[src/rtl/rtc_alarm_pkg.sv]
package rtc_alarm_pkg;

  localparam int DATA_W = 8;
  localparam int NSLOT  = 5;

  // slot order follows the address order: month, date, hour, minute, second
  localparam int S_MONTH = 0;
  localparam int S_DATE  = 1;
  localparam int S_HOUR  = 2;
  localparam int S_MIN   = 3;
  localparam int S_SEC   = 4;

  typedef enum logic [2:0] {
    RM_YEARLY,
    RM_MONTHLY,
    RM_DAILY,
    RM_HOURLY,
    RM_MINUTELY,
    RM_SECONDLY
  } rpt_mode_e;

  typedef struct packed {
    logic       afe;
    logic       sqwe;
    logic [4:0] rpt;
  } alarm_ctrl_t;

  // BCD value bits compared for each slot
  function automatic logic [DATA_W-1:0] slot_mask(input int s);
    case (s)
      S_MONTH: slot_mask = 8'h1F;
      S_DATE:  slot_mask = 8'h3F;
      S_HOUR:  slot_mask = 8'h3F;
      default: slot_mask = 8'h7F;
    endcase
  endfunction

  // undefined codes fall back to the every-second behaviour
  function automatic rpt_mode_e decode_rpt(input logic [4:0] code);
    case (code)
      5'b00000: decode_rpt = RM_YEARLY;
      5'b10000: decode_rpt = RM_MONTHLY;
      5'b11000: decode_rpt = RM_DAILY;
      5'b11100: decode_rpt = RM_HOURLY;
      5'b11110: decode_rpt = RM_MINUTELY;
      default:  decode_rpt = RM_SECONDLY;
    endcase
  endfunction

  // bit s set = slot s must agree with the clock
  function automatic logic [NSLOT-1:0] slots_used(input rpt_mode_e m);
    case (m)
      RM_YEARLY:   slots_used = 5'b11111;
      RM_MONTHLY:  slots_used = 5'b11110;
      RM_DAILY:    slots_used = 5'b11100;
      RM_HOURLY:   slots_used = 5'b11000;
      RM_MINUTELY: slots_used = 5'b10000;
      default:     slots_used = 5'b00000;
    endcase
  endfunction

endpackage

[src/rtl/rtc_alarm_regs.sv]
module rtc_alarm_regs
  import rtc_alarm_pkg::*;
#(
  parameter int                ADDR_W     = 8,
  parameter logic [ADDR_W-1:0] BASE_ADDR  = 8'h0A,
  parameter logic [ADDR_W-1:0] FLAGS_ADDR = 8'h0F,
  parameter int                AF_BIT     = 6
) (
  input  logic                        clk,
  input  logic                        rst,
  input  logic [ADDR_W-1:0]           ptr,
  input  logic                        wr,
  input  logic [DATA_W-1:0]           wdata,
  input  logic                        af,
  output logic [DATA_W-1:0]           rdata,
  output logic [NSLOT-1:0][DATA_W-1:0] alarm_q,
  output alarm_ctrl_t                 ctrl
);

  logic [NSLOT-1:0] sel;

  generate
    for (genvar s = 0; s < NSLOT; s++) begin : g_slot
      assign sel[s] = (ptr == BASE_ADDR + ADDR_W'(s));

      always_ff @(posedge clk) begin
        if (rst)
          alarm_q[s] <= '0;
        else if (wr && sel[s])
          alarm_q[s] <= wdata;
      end
    end
  endgenerate

  always_comb begin
    rdata = '0;
    for (int s = 0; s < NSLOT; s++)
      if (sel[s]) rdata = alarm_q[s];
    if (ptr == FLAGS_ADDR) rdata[AF_BIT] = af;
  end

  // control bits gathered from the spare bits of the slots
  assign ctrl.afe  = alarm_q[S_MONTH][7];
  assign ctrl.sqwe = alarm_q[S_MONTH][6];
  assign ctrl.rpt  = {alarm_q[S_MONTH][5], alarm_q[S_DATE][7],
                      alarm_q[S_HOUR][7], alarm_q[S_MIN][7],
                      alarm_q[S_SEC][7]};

  // writes outside the alarm slots leave the slots untouched
  p_stray_write_r9: assert property (@(posedge clk) disable iff (rst)
    (wr && (sel == '0)) |=> $stable(alarm_q));

  // a write to a slot is read back on the next cycle
  p_write_lands_r1: assert property (@(posedge clk) disable iff (rst)
    (wr && sel[S_SEC]) |=> (alarm_q[S_SEC] == $past(wdata)));

endmodule

[src/rtl/rtc_alarm_match.sv]
module rtc_alarm_match
  import rtc_alarm_pkg::*;
(
  input  logic [NSLOT-1:0][DATA_W-1:0] alarm_q,
  input  logic [NSLOT-1:0][DATA_W-1:0] now_q,
  input  logic [4:0]                   rpt,
  output rpt_mode_e                    mode,
  output logic                         hit
);

  logic [NSLOT-1:0] agree;
  logic [NSLOT-1:0] used;

  assign mode = decode_rpt(rpt);
  assign used = slots_used(mode);

  generate
    for (genvar s = 0; s < NSLOT; s++) begin : g_cmp
      assign agree[s] = ((alarm_q[s] ^ now_q[s]) & slot_mask(s)) == '0;
    end
  endgenerate

  assign hit = &(agree | ~used);

endmodule

[src/rtl/rtc_alarm_irq.sv]
module rtc_alarm_irq (
  input  logic clk,
  input  logic rst,
  input  logic tick,
  input  logic hit,
  input  logic flag_rd,
  input  logic ptr_on_flags,
  input  logic afe,
  input  logic sqwe,
  output logic af,
  output logic irq_pull
);

  logic evt;
  logic held;

  assign evt = tick && hit;

  // a fresh alarm wins over a clearing read in the same cycle
  always_ff @(posedge clk) begin
    if (rst)          af <= 1'b0;
    else if (evt)     af <= 1'b1;
    else if (flag_rd) af <= 1'b0;
  end

  // hold the interrupt back while the pointer parks on the flags address
  always_ff @(posedge clk) begin
    if (rst)                              held <= 1'b0;
    else if (!ptr_on_flags)               held <= 1'b0;
    else if (evt && (!af || flag_rd))     held <= 1'b1;
  end

  assign irq_pull = af && afe && !sqwe && !held;

  p_af_set_r4: assert property (@(posedge clk) disable iff (rst)
    evt |=> af);

  p_no_tick_no_set_r4: assert property (@(posedge clk) disable iff (rst)
    (!af && !evt) |=> !af);

  p_af_sticky_r5: assert property (@(posedge clk) disable iff (rst)
    (af && !flag_rd) |=> af);

  p_af_clear_r5: assert property (@(posedge clk) disable iff (rst)
    (flag_rd && !evt) |=> !af);

  p_set_beats_clear_r6: assert property (@(posedge clk) disable iff (rst)
    (flag_rd && evt) |=> af);

  p_hold_back_r8: assert property (@(posedge clk) disable iff (rst)
    (ptr_on_flags && evt && !af) |=> !irq_pull);

endmodule

[src/rtl/rtc_alarm_unit.sv]
module rtc_alarm_unit
  import rtc_alarm_pkg::*;
#(
  parameter int                ADDR_W     = 8,
  parameter logic [ADDR_W-1:0] BASE_ADDR  = 8'h0A,
  parameter logic [ADDR_W-1:0] FLAGS_ADDR = 8'h0F,
  parameter int                AF_BIT     = 6
) (
  input  logic              clk,
  input  logic              rst,
  input  logic              sec_tick,
  input  logic [6:0]        now_sec,
  input  logic [6:0]        now_min,
  input  logic [5:0]        now_hour,
  input  logic [5:0]        now_date,
  input  logic [4:0]        now_month,
  input  logic [ADDR_W-1:0] bus_ptr,
  input  logic              bus_wr,
  input  logic              bus_rd,
  input  logic [7:0]        bus_wdata,
  output logic [7:0]        bus_rdata,
  output logic              alarm_flag,
  output logic              irq_pull_low
);

  logic [NSLOT-1:0][DATA_W-1:0] alarm_q;
  logic [NSLOT-1:0][DATA_W-1:0] now_q;
  alarm_ctrl_t                  ctrl;
  rpt_mode_e                    mode;
  logic                         hit;
  logic                         ptr_on_flags;
  logic                         flag_rd;

  assign now_q[S_MONTH] = DATA_W'(now_month);
  assign now_q[S_DATE]  = DATA_W'(now_date);
  assign now_q[S_HOUR]  = DATA_W'(now_hour);
  assign now_q[S_MIN]   = DATA_W'(now_min);
  assign now_q[S_SEC]   = DATA_W'(now_sec);

  assign ptr_on_flags = (bus_ptr == FLAGS_ADDR);
  assign flag_rd      = bus_rd && ptr_on_flags;

  rtc_alarm_regs #(
    .ADDR_W     (ADDR_W),
    .BASE_ADDR  (BASE_ADDR),
    .FLAGS_ADDR (FLAGS_ADDR),
    .AF_BIT     (AF_BIT)
  ) u_regs (
    .clk     (clk),
    .rst     (rst),
    .ptr     (bus_ptr),
    .wr      (bus_wr),
    .wdata   (bus_wdata),
    .af      (alarm_flag),
    .rdata   (bus_rdata),
    .alarm_q (alarm_q),
    .ctrl    (ctrl)
  );

  rtc_alarm_match u_match (
    .alarm_q (alarm_q),
    .now_q   (now_q),
    .rpt     (ctrl.rpt),
    .mode    (mode),
    .hit     (hit)
  );

  rtc_alarm_irq u_irq (
    .clk          (clk),
    .rst          (rst),
    .tick         (sec_tick),
    .hit          (hit),
    .flag_rd      (flag_rd),
    .ptr_on_flags (ptr_on_flags),
    .afe          (ctrl.afe),
    .sqwe         (ctrl.sqwe),
    .af           (alarm_flag),
    .irq_pull     (irq_pull_low)
  );

  // the fallback mode matches at any time
  p_every_tick_r3: assert property (@(posedge clk) disable iff (rst)
    (mode == RM_SECONDLY) |-> hit);

  // the square-wave enable and a cleared enable both keep the pin released
  p_sqwe_masks_r7: assert property (@(posedge clk) disable iff (rst)
    ctrl.sqwe |-> !irq_pull_low);

  p_afe_gates_r7: assert property (@(posedge clk) disable iff (rst)
    !ctrl.afe |-> !irq_pull_low);

  // a clearing read releases the interrupt on the next cycle
  p_read_releases_r7: assert property (@(posedge clk) disable iff (rst)
    (flag_rd && !(sec_tick && hit)) |=> !irq_pull_low);

endmodule

[config.mk]
export PLATFORM = sky130hd
export DESIGN_NAME = rtc_alarm_unit
export DESIGN_NICKNAME = d
export VERILOG_FILES = /design/src/rtl/rtc_alarm_pkg.sv /design/src/rtl/rtc_alarm_regs.sv /design/src/rtl/rtc_alarm_match.sv /design/src/rtl/rtc_alarm_irq.sv /design/src/rtl/rtc_alarm_unit.sv
export SDC_FILE = /design/constraint.sdc
export NUM_CORES = 1
export LEC_CHECK = 0
export ABC_AREA = 1
export BUFFER_PORTS_ARGS = -buffer_cell sky130_fd_sc_hd__buf_2
export CAP_MARGIN = 20
export CORE_UTILIZATION = 40
export CTS_CLUSTER_SIZE = 28
export DETAILED_ROUTE_END_ITERATION = 12
export PLACE_DENSITY_LB_ADDON = 0.25
export SYNTH_ARGS = -nofsm -noshare
export SYNTH_HDL_FRONTEND = slang
export SYNTH_HIERARCHICAL = 1
export SYNTH_SLANG_ARGS = --single-unit
[constraint.sdc]
create_clock -name clk -period 1.6 [get_ports clk]
set_clock_uncertainty 0.15 [all_clocks]
set_input_delay 0.16 -clock clk [delete_from_list [all_inputs] [get_ports clk]]
set_output_delay 0.16 -clock clk [all_outputs]
set_load 0.02 [all_outputs]
**Word-level counts from Yosys, hierarchy flattened**

Cells that the tools add are included.

- Bits in registers: 42
- Input port bits: 52
- Output and inout port bits: 10
- Logic and storage cells: 64

- Equality and inequality tests: 14
- Mux-type cells: 10
- Bitwise gates (word level): 8
- Reduce and logical (&&, ||, !) cells: 25

Operators with widths:

| cell | number |
|---|---|
| $eq A8 B4 Y1 const B | 6 |
| $logic_not A8 Y1 | 5 |
| $mux W8 | 5 |
| $pmux W5 S5 | 1 |
| $eq A5 B5 Y1 const B | 4 |
| $pmux W3 S5 | 1 |
| $xor A7 B7 Y7 | 2 |
| $xor A6 B6 Y6 | 2 |
| $logic_and A1 B1 Y1 | 11 |
| $eq A3 B2 Y1 const B | 2 |
| $logic_not A5 Y1 | 1 |
| $not A5 Y5 | 1 |
| $or A5 B5 Y5 | 1 |
| $reduce_and A5 Y1 | 1 |
| $xor A5 B5 Y5 | 1 |
| $eq A3 B1 Y1 const B | 1 |
| $eq A3 B3 Y1 const B | 1 |
| $logic_not A1 Y1 | 3 |
| $logic_not A3 Y1 | 1 |
| $mux W1 | 3 |
| $reduce_bool A2 Y1 | 1 |
| $reduce_or A2 Y1 | 1 |
| $logic_or A1 B1 Y1 | 1 |
| $not A1 Y1 | 1 |

**Depth between registers and ports, before layout**

Gate-level depths: netlist (run 1).

- Depth after elaboration: 9
- Mapped depth: 13
- Mapped depth without buffers: 13

**By module**

Netlist (run 1), hierarchy kept.

Modules (own cells, without submodules):

| module | instances | cells an instance | area each (um2) | seq. area each (um2) |
|---|---|---|---|---|
| rtc_alarm_regs | 1 | 280 | 1,955.6 | 800.8 |
| rtc_alarm_match | 1 | 133 | 630.6 | 0.0 |
| rtc_alarm_irq | 1 | 14 | 92.6 | 40.0 |
| rtc_alarm_unit | 1 | 15 | 58.8 | 0.0 |

**Worst setup path after synthesis (run 1)**

OpenSTA, ideal clock, no wires.

- Path kind: reg2reg
- Start point: register u_regs/alarm_q[31] (netlist name)
- End point: register u_irq.held
- Library setup time: 114 ps
- Arrival time: 1,169 ps
- Data required time: 1,336 ps
- Path slack: 167 ps
- Cell stages (with the launch flop): 12
- Buffers on the path: 1
- Clock period less this slack: 1,433 ps
- Path through: dfxtp_1 buf_4 nor2_1 nand3_2 a21oi_2 nand2_1 nand2_1 nor2_1 nand2_1 inv_1 nand2_1 a21oi_2

- Cells in the longest elaborated chain, start to end: 9
- Elaborated cells on any way between the ends: 17
- Classes of those cells: eq/ne: 8; mux: 2; bitwise: 2; reduce/logical: 5

RTL lines:

| item | RTL line | text |
|---|---|---|
| from (decl) | rtc_alarm_regs.sv:16 | `output logic [NSLOT-1:0][DATA_W-1:0] alarm_q,` |
| from (signal, indexed assignment) | rtc_alarm_regs.sv:30 | `alarm_q[s] <= wdata;` |
| $eq A5 B5 Y1 / $logic_not A5 Y1 (equally long branches) | rtc_alarm_pkg.sv:40 | `case (code)` |
| $pmux W3 S5 * | rtc_alarm_pkg.sv:40 |  |
| $eq A3 B3 Y1 (tied with other cells) | rtc_alarm_pkg.sv:52 | `case (m)` |
| $pmux W5 S5 * | rtc_alarm_pkg.sv:52 |  |
| $not A5 Y5 * | rtc_alarm_match.sv:23 | `assign hit = &(agree \| ~used);` |
| $or A5 B5 Y5 * | rtc_alarm_match.sv:23 |  |
| $reduce_and A5 Y1 * | rtc_alarm_match.sv:23 |  |
| named net hit | rtc_alarm_unit.sv:30 | `logic hit;` |
| $logic_and A1 B1 Y1 * | rtc_alarm_irq.sv:17 | `assign evt = tick && hit;` |
| $logic_and A1 B1 Y1 * | rtc_alarm_irq.sv:30 | `else if (evt && (!af \|\| flag_rd)) held <= 1'b1;` |
| to (signal assigned) | rtc_alarm_irq.sv:28 | `if (rst) held <= 1'b0;` |
| to (signal assigned) | rtc_alarm_irq.sv:29 | `else if (!ptr_on_flags) held <= 1'b0;` |
| to (signal assigned) | rtc_alarm_irq.sv:30 |  |
| to (decl) | rtc_alarm_irq.sv:15 | `logic held;` |

Mark *: on every way through the listed nets, which the timed path passes. The rest lies on a longest branch.
A chain may end at the register's enable or synchronous reset.

**Worst setup path in the final report (run 1)**

- Start point: input bus_ptr[7]
- End point: output bus_rdata[3]

- Cells in the longest elaborated chain, start to end: 6
- Elaborated cells on any way between the ends: 10
- Classes of those cells: eq/ne: 5; mux: 5

RTL lines:

| item | RTL line | text |
|---|---|---|
| from (decl) | rtc_alarm_unit.sv:17 | `input logic [ADDR_W-1:0] bus_ptr,` |
| $eq A8 B4 Y1 | rtc_alarm_regs.sv:24 | `assign sel[s] = (ptr == BASE_ADDR + ADDR_W'(s));` |
| $mux W8 (4 in a row) | rtc_alarm_regs.sv:38 | `if (sel[s]) rdata = alarm_q[s];` |
| $mux W8 * | rtc_alarm_regs.sv:38 |  |
| to (decl) | rtc_alarm_unit.sv:21 | `output logic [7:0] bus_rdata,` |

Every way passes the cells marked *; elsewhere a longest branch is shown, timed or not.

==> results.md, run 1 <==
- RePlAce Congestion: just under 0.9
- CP required: 1.29 ns
- # rows: 29
- CTS Buf Count: 5
- Met2 wire len: approximately 3700 µm
- Die Span Y: 84.4 µm
- Placeable Area: 0.00646 mm²
- Nets: 570
- Root Driver: clkbuf_8
- DR top layer: met4
- Inst Count DP: 579
- Post-DR wirelength/cell: 13.0 µm
- Final Hold Viols: 0
- Clock latency at the later pin of the worst-skew pair: 0.30 ns
- Final Util: 55.8%
- Fillers: 648
- Max IR drop VDD: 0.403 mV
- H-tree levels: 2
- CP arrival: 1.25 ns
- Min Hold Slack: 0.0218 ns
- Metal3 WL: 436 µm
- Mapped Nets: 488
- Clock buffer depth: 2
- Full die area: approximately 0.0071 mm²
- Clock edge transition at the registers on the reported setup and hold paths: around 0.090 ns
- Vias per cell: 4.91
- Crit end category: output pin
- Tcrit/Tclk final: 97.7%
- DRT met1 WL: 3450 µm
- Post-DP HPWL: 5700 µm
- Crit-path max FO: 7
- Post-route setup slack: about 0.037 ns
- Layout area overhead: 32.9%
- Initial drt markers: 200
- Syn Area/Cell: 6.22 µm²
- Min-delay worst type: in -> reg
- Remaining Overflow, GRT: 0
- Clk sinks: 42
- Setup crit start kind: primary input
- Non-Filler Instances: approximately 600
- DR pass1 iterations: 9
- Status: complete, but fails checks
- Total Power: 2.35 mW
- Failing checks: design-rule violations
- Initial Util: 42.0%
- Layout cells sized above 1: 31.4%
- Yosys warning total: 6
- CP Class: in -> out
- Largest net degree at the start of global routing: 20
- First-pass GRT wire length: roughly 12000 µm
- Drt total wl: 7750 µm
- Fmax: 640 MHz
- DRC violations left: 2
- Mapped cell area: 0.00271 mm²
- Port bufs: 61
- Vias in the first global route: 2602
- Leak Pwr: 1.71 nW
- Top Ports: 62
- Cells after Synth: 436
- Antenna Nets Post-Route: 0
- Initial antenna violation count: 0
- Worst-Margin Slew: slightly above 0.3 ns
- RSZ-0062 raised after global routing: yes
- Die X-Extent: 84.4 µm
- Max-cap violation count: 0
- Pins over their slew limit: 0
- Relative slew slack: approximately 80%
- Pre-CTS WS: -0.155 ns
- Final setup viols: 0
- Gr usage total: 21.3%
- PD cells: 652 mW/mm²
- CTS tree: yes
- Vias: 2927
- Crit path time final: about 1.6 ns
- N_diodes: 0
## worst max-delay path: stages
cell     delay [ns]
buf_2          0.11
nor2_2         0.09
and2_4         0.21
buf_12         0.14
nand2_4        0.06
o21ai_4        0.17
inv_1          0.06
nand4_1        0.09
buf_4          0.15
## per-layer routing
metal  GRT usage, %  up-vias
li1               -     1510
met2           36.1       91
met4           6.47        0
met1           27.8     1313
met3           3.74       13
met5              0        -
## layout make-up
cell class	count	area, µm²	share of cell area (%)
clock buffer	6	82.6	2.29
timing repair buffer	92	626	17.3
tap	77	96.3	2.67
inverter	72	273	7.56
clock inverter	2	60.1	1.67
sequential	42	865	24.0
multi-input combinational	305	1600	44.5
## stage by stage
step | setup TNS, ns | instance area [µm²]
floorplan | 0 | 2710
global placement | -0.200 | 3180
detailed placement | -0.269 | 3180
CTS | 0 | 3400
global route | -0.159 | 3610
finish | 0 | 3610
## flip-flops by register name, summed over array words and instances, names as in the netlist
name            cells
u_irq/af            1
u_irq/held          1
u_regs/alarm_q     40
## final timing paths
path,slack [ns],depth (start not counted),from,endpoint
worst max-delay path,0.04,9,bus_ptr[7],bus_rdata[3]
worst min-delay path,0.02,2,rst,u_regs/alarm_q[27]
worst max register to register,0.09,11,u_regs/alarm_q[34],u_irq/held
worst min register to register,0.30,2,u_regs/alarm_q[14],u_regs/alarm_q[14]
## cell usage in the layout, fill, tap and decap left out, types with 4 or more instances in the layout
master and n:
nor2_1 51, nand2_1 99, nand2_4 4, nand2_2 6, inv_1 65, inv_2 6, xnor2_1 10, dfxtp_2 13
clkbuf_8 6, nand4_1 10, buf_2 53, xor2_1 8, buf_4 28, buf_6 6, nand3_2 6, a21oi_1 26
o21ai_0 32, dfxtp_1 27, nor2_2 11, nor2_4 6, nand3_1 23
## where the power goes
part | switching, mW | internal, mW
Sequential | 0.00184 | 1.04
Combinational | 0.150 | 0.112
Clock | 0.380 | 0.666
Total | 0.532 | 1.82
## repair_timing
item,in CTS,in global routing
endpoints found under the hold margin,1,0
setup buffers,2,4
pin swaps,6,14
resized for setup,18,54
setup endpoints to repair,5,9
cloned,0,2
hold buffers,1,0
Note: power is estimated with default switching activity, not from simulation.
==> run 2, diff against run 1 <==
--- a/config.mk
+++ b/config.mk
@@ -8,7 +8,7 @@
 export ABC_AREA = 1
 export BUFFER_PORTS_ARGS = -buffer_cell sky130_fd_sc_hd__buf_2
 export CAP_MARGIN = 20
-export CORE_UTILIZATION = 40
+export CORE_UTILIZATION = 54
 export CTS_CLUSTER_SIZE = 28
 export DETAILED_ROUTE_END_ITERATION = 12
 export PLACE_DENSITY_LB_ADDON = 0.25
==> results.md, run 2 (synthesized netlist as in run 1, its figures left out) <==
- Nets: 555 (-2.6%)
- Initial drt markers: 290 (+45%)
- Commonest non-fill, non-tap cells in the layout: 101 x nand2_1, 66 x inv_1, 58 x nor2_1, 57 x buf_2, 33 x dfxtp_1
- N_diodes: 0 (unchanged)
- Crit end category: output pin
- Vias in the first global route: 2552 (-1.9%)
- Clock buffer depth: 2 (unchanged)
- Initial Util: 56.7% (+15 points)
- CP arrival: 1.27 ns (+0.02 ns)
- Largest net degree at the start of global routing: 33 (+65%)
- Vias per cell: 5.18 (+5.4%)
- Port bufs: 61 (unchanged)
- FF/Latch Area: 855 µm² (-1.2%)
- Post-DR wirelength/cell: 12.9 µm (-0.71%)
- Die X-Extent: 72.9 µm (-14%)
- Gr usage total: 28.3% (+7.0 points)
- Final Util: 70.1% (+14 points)
- Layout cells sized above 1: 26.4% (-5.0 points)
- Max IR drop VDD: 0.475 mV (+18%)
- Total Power: 2.10 mW (-11%)
- Placed instance area: 0.00310 mm² (-2.5%)
- Post-DP HPWL: 5420 µm (-5.0%)
- CTS tree: yes
- Worst-Margin Slew: 0.332 ns (+0.0269 ns)
- Min Hold Slack: 0.00627 ns (-0.0156 ns)
- Clk sinks: 42 (unchanged)
- Remaining Overflow, GRT: 0 (unchanged)
- Clock latency at the later pin of the worst-skew pair: 0.30 ns (about the same)
- H-tree levels: 2 (unchanged)
- Pins over their slew limit: 0 (unchanged)
- Leak Pwr: 1.58 nW (-7.9%)
- Max reg flops: 40 (unchanged)
- First-pass GRT wire length: 11300 µm (-5.9%)
- Antenna Nets Post-Route: 0 (unchanged)
- Largest registers: u_regs/alarm_q: 40 flops, u_irq/af: 1 flops, u_irq/held: 1 flops
- RSZ-0062 raised after global routing: yes
- Final Hold Viols: 0 (unchanged)
- Die Span Y: 72.9 µm (-14%)
- RePlAce Congestion: 0.891 (-0.17%)
- Clock edge transition at the registers on the reported setup and hold paths: 0.08 ns (about the same)
- Top Ports: 62 (unchanged)
- DR pass1 iterations: 6 (-3)
- CP required: 1.29 ns (about the same)
- Setup crit start kind: primary input
- CTS Buf Count: 5 (unchanged)
- Drt total wl: 7380 µm (-4.9%)
- Status: complete, no violations
- Layout area overhead: 23.6%
- Tcrit/Tclk final: 98.5% (+0.78 points)
- CP Class: in -> out
- Leading cell type in the layout, fill and taps excluded: nand2_1
- PD cells: 627 mW/mm² (-3.8%)
- Root Driver: clkbuf_8
- Vias: 2957 (+1.0%)
- Fmax: 635 MHz (-0.79%)
- Final Cell Area: 0.00335 mm² (-7.0%)
- Biggest register: u_regs/alarm_q
- Crit-path max FO: 7 (unchanged)
- Max-cap violation count: 0 (unchanged)
- Final setup viols: 0 (unchanged)
- Full die area: 0.00531 mm² (-25%)
- Initial antenna violation count: 0 (unchanged)
- # rows: 25 (-14%)
- Min-delay worst type: in -> reg
- Multi-input combinational cell area: 0.00156 mm² (-3.0%)
- Relative slew slack: 77.8% (-1.8 points)
- DRC violations left: 0 (-2)
- Fillers: 433 (-33%)
- Placeable Area: 0.00479 mm² (-26%)
- Crit path time final: 1.58 ns (+0.0125 ns)
run 2: layer usage:
metal	wire, µm	vias up	GRT usage (%)
met1	3000	1343	34.1
li1	-	1483	-
met4	143	0	9.80
met3	606	10	5.11
met2	3630	121	50.6
met5	0	-	0
run 2: worst max-delay path: stages:
cell	delay [ns]
buf_2	0.12
inv_1	0.06
nand2_2	0.16
nor2_4	0.06
buf_12	0.13
nand4_1	0.07
nand2_1	0.10
nor2_2	0.16
nand3_1	0.08
buf_2	0.16
run 2: final cells by class:
cell class	count	area share [%]
timing repair buffer	77	14.2
tap	67	2.50
inverter	72	8.13
sequential	42	25.5
multi-input combinational	305	46.4
clock buffer	8	3.28
run 2: power by group:
part           internal [mW]  switching [mW]  total (mW)
sequential              1.04         0.00196        1.05
clock                  0.436           0.373       0.809
combinational          0.104           0.145       0.249
total                   1.58           0.520        2.10
run 2: repair_timing:
| item | CTS | global route |
|---|---|---|
| endpoints found under the setup margin | 3 | 10 |
| pin swaps | 1 | 6 |
| cloned | 0 | 1 |
| hold buffers | 0 | 0 |
| resized for setup | 2 | 38 |
| setup buffers | 1 | 1 |
run 2: path summary, 6_finish.rpt:
kind	from	to	slack, ns	cells past startpoint
worst max register to register	u_regs/alarm_q[36]	u_irq/held	0.08	13
worst max-delay path	bus_ptr[2]	bus_rdata[1]	0.02	10
worst min-delay path	sec_tick	u_irq/af	0.006	3
worst min register to register	u_regs/alarm_q[14]	u_regs/alarm_q[14]	0.30	2
run 2: through the flow:
step                      worst slack [ns]  TNS (ns)  cells
after floorplan                      0.193         0    436
after global routing               -0.0915    -0.165    571
final                               0.0244         0    571
after detailed placement           -0.0992    -0.173    560
after global placement              -0.135    -0.241    560
after CTS                          0.00131         0    569
==> run 3, diff against run 2 <==
--- a/config.mk
+++ b/config.mk
@@ -5,13 +5,13 @@
 export SDC_FILE = /design/constraint.sdc
 export NUM_CORES = 1
 export LEC_CHECK = 0
-export ABC_AREA = 1
 export BUFFER_PORTS_ARGS = -buffer_cell sky130_fd_sc_hd__buf_2
 export CAP_MARGIN = 20
 export CORE_UTILIZATION = 54
 export CTS_CLUSTER_SIZE = 28
 export DETAILED_ROUTE_END_ITERATION = 12
 export PLACE_DENSITY_LB_ADDON = 0.25
+export SKIP_CTS_REPAIR_TIMING = 1
 export SYNTH_ARGS = -nofsm -noshare
 export SYNTH_HDL_FRONTEND = slang
 export SYNTH_HIERARCHICAL = 1
==> results.md, run 3 <==
- Critical Path Start: u_regs/alarm_q[37]
- GR Layer Usage met3: 5.27% (+0.16 points)
- Biggest register: u_regs/alarm_q
- Final Hold Viols: 0 (unchanged)
- N_diodes: 0 (unchanged)
- Min Hold Slack: 0.00133 ns (-0.00494 ns)
- Nets: 412 (-26%)
- Max IR drop VDD: 0.487 mV (+2.5%)
- Layout area overhead: 33.6%
- R2R cell count: 7 (-6)
- Crit end category: output pin
- Max reg flops: 40 (unchanged)
- Met2 usage: 50.6% (about the same)
- RePlAce Congestion: 0.906 (+1.6%)
- Inst Count DP: 403 (-28%)
- CP max stage cell: a222oi_1
- Total Power: 2.18 mW (+3.8%)
- Worst r2r src: u_regs/alarm_q[37]
- Hold Startpoint: bus_wdata[7]
- Min-delay worst type: in -> reg
- Relative slew slack: 68.4% (-9.4 points)
- Clock buffer depth: 2 (unchanged)
- Initial Util: 57.2% (+0.45 points)
- Crit path max-delay family: compound AO/OA/AOI/OAI gates
- Status: complete, but fails checks
- Worst path cell trace: buf_6 -> mux2_4 -> a222oi_1 -> nor2_1 -> buf_4
- Port bufs: 61 (unchanged)
- Clk sinks: 42 (unchanged)
- RSZ-0062 raised after global routing: yes
- Mapped cell area: 0.00254 mm² (-6.4%)
- CTS tree: yes
- CP required: 1.29 ns (about the same)
- Cells after Synth: 270 (-38%)
- Leak Pwr: 1.68 nW (+6.2%)
- Vias per cell: 5.68 (+9.7%)
- Layout cells sized above 1: 41.3% (+15 points)
- Die X-Extent: 70.6 µm (-3.2%)
- Initial drt markers: 155 (-47%)
- Remaining Overflow, GRT: 0 (unchanged)
- Vias in the first global route: 2317 (-9.2%)
- Drt total wl: 6920 µm (-6.2%)
- Stages on worst setup path: 5 (-5)
- Post-DP HPWL: 5060 µm (-6.5%)
- Setup tns final: -1.41 ns (-1.41 ns)
- Post-route setup slack: -0.304 ns (-0.328 ns)
- Max-cap violation count: 0 (unchanged)
- Tcrit/Tclk final: 119% (+21 points)
- PD cells: 644 mW/mm² (+2.6%)
- DRC violations left: 6 (+6)
- Routing usage on met1: 33.9% (-0.24 points)
- Largest net degree at the start of global routing: 43 (+30%)
- Busiest grt layer: met2
- Non-Filler Instances: 413 (-28%)
- Gr usage total: 28.7% (+0.39 points)
- CP max stage delay: 0.35 ns (+0.19 ns)
- Fmax: 525 MHz (-17%)
- Commonest non-fill, non-tap cells in the layout: 52 x buf_2, 46 x nor2_1, 41 x mux2i_1, 40 x buf_4, 32 x dfxtp_1
- First-pass GRT wire length: 11000 µm (-2.7%)
- Full die area: 0.00498 mm² (-6.2%)
- Fillers: 309 (-29%)
- Clock edge transition at the registers on the reported setup and hold paths: 0.09 ns (about the same)
- Leading cell type in the layout, fill and taps excluded: buf_2
- Placeable Area: 0.00444 mm² (-7.1%)
- Crit-path max FO: 2 (-5)
- Yosys warning total: 6 (unchanged)
- Final setup viols: 10 (+10)
- Top Ports: 62 (unchanged)
- Initial antenna violation count: 0 (unchanged)
- CP arrival: 1.59 ns (+0.32 ns)
- CTS Buf Count: 5 (unchanged)
- CP Class: reg -> out
- Largest registers: u_regs/alarm_q: 40 flops, u_irq/af: 1 flops, u_irq/held: 1 flops
- Clock latency at the later pin of the worst-skew pair: 0.30 ns (about the same)
- DR pass1 iterations: 8 (+2)
- Root Driver: clkbuf_8
- Setup crit start kind: flop
- CP bufs+invs: 2 (-2)
- Syn Area/Cell: 9.41 µm² (+51%)
- H-tree levels: 2 (unchanged)
- Pins over their slew limit: 0 (unchanged)
- Post-DR wirelength/cell: 16.7 µm (+30%)
- Mapped Nets: 322 (-34%)
- Crit path time final: 1.90 ns (+0.328 ns)
- Die Span Y: 70.6 µm (-3.2%)
- Failing checks: design-rule violations, negative setup slack
- # rows: 24 (-4.0%)
- Antenna Nets Post-Route: 0 (unchanged)
- Vias: 2346 (-21%)
- WHS Path Cells: 3 (unchanged)
- Worst-Margin Slew: 0.469 ns (+0.138 ns)
run 3: cell types whose count changed in the layout (fill, tap and decap cells not counted), moves of 24 or more:
cell,change
nand3_1,-25
inv_1,-64
buf_4,+24
nand2_1,-93
o21ai_0,-26
mux2i_1,+41
run 3: area by class of cell:
type	instances	area [µm²]	area share, %
Clock buffer	5	68.8	2.03
Clock inverter	3	40.0	1.18
Sequential cell	42	858	25.3
Timing Repair Buffer	102	698	20.6
Inverter	2	7.51	0.221
Multi-Input combinational cell	207	1660	48.8
Tap cell	52	65.1	1.92
run 3: routing by layer:
layer / part of all wire, % / wire length [µm]
met1: 41 / 2830
met3: 4.8 / 330
met4: 3.5 / 242
met5: 0 / 0
met2: 51 / 3520
run 3: worst paths after layout:
path / to / slack, ns
max: bus_rdata[5] / -0.30
min: u_regs/alarm_q[39] / 0.001
max reg2reg: u_irq/held / -0.17
min reg2reg: u_regs/alarm_q[22] / 0.36
run 3: where the power goes:
part           leakage (nW)  internal (mW)  switching, mW
clock network        0.0579          0.460          0.379
logic                  1.28          0.145          0.158
registers             0.344           1.04        0.00118
run 3: worst reg2reg max path: cells and delay by family (launching register included):
kind	cells	cell delay, ns
flops	1	0.33
compound gates	3	0.48
simple gates	3	0.59
xor+xnor	1	0.14
run 3: stage by stage:
stage,setup slack (ns),util (%),cell area (µm²)
after floorplan,-0.0513,-,2540
final,-0.304,76.4,3390
after detailed placement,-0.221,70.2,3120
after global routing,-0.425,76.4,3390
after CTS,-0.337,72.7,3230
after global placement,-0.228,70.2,3120
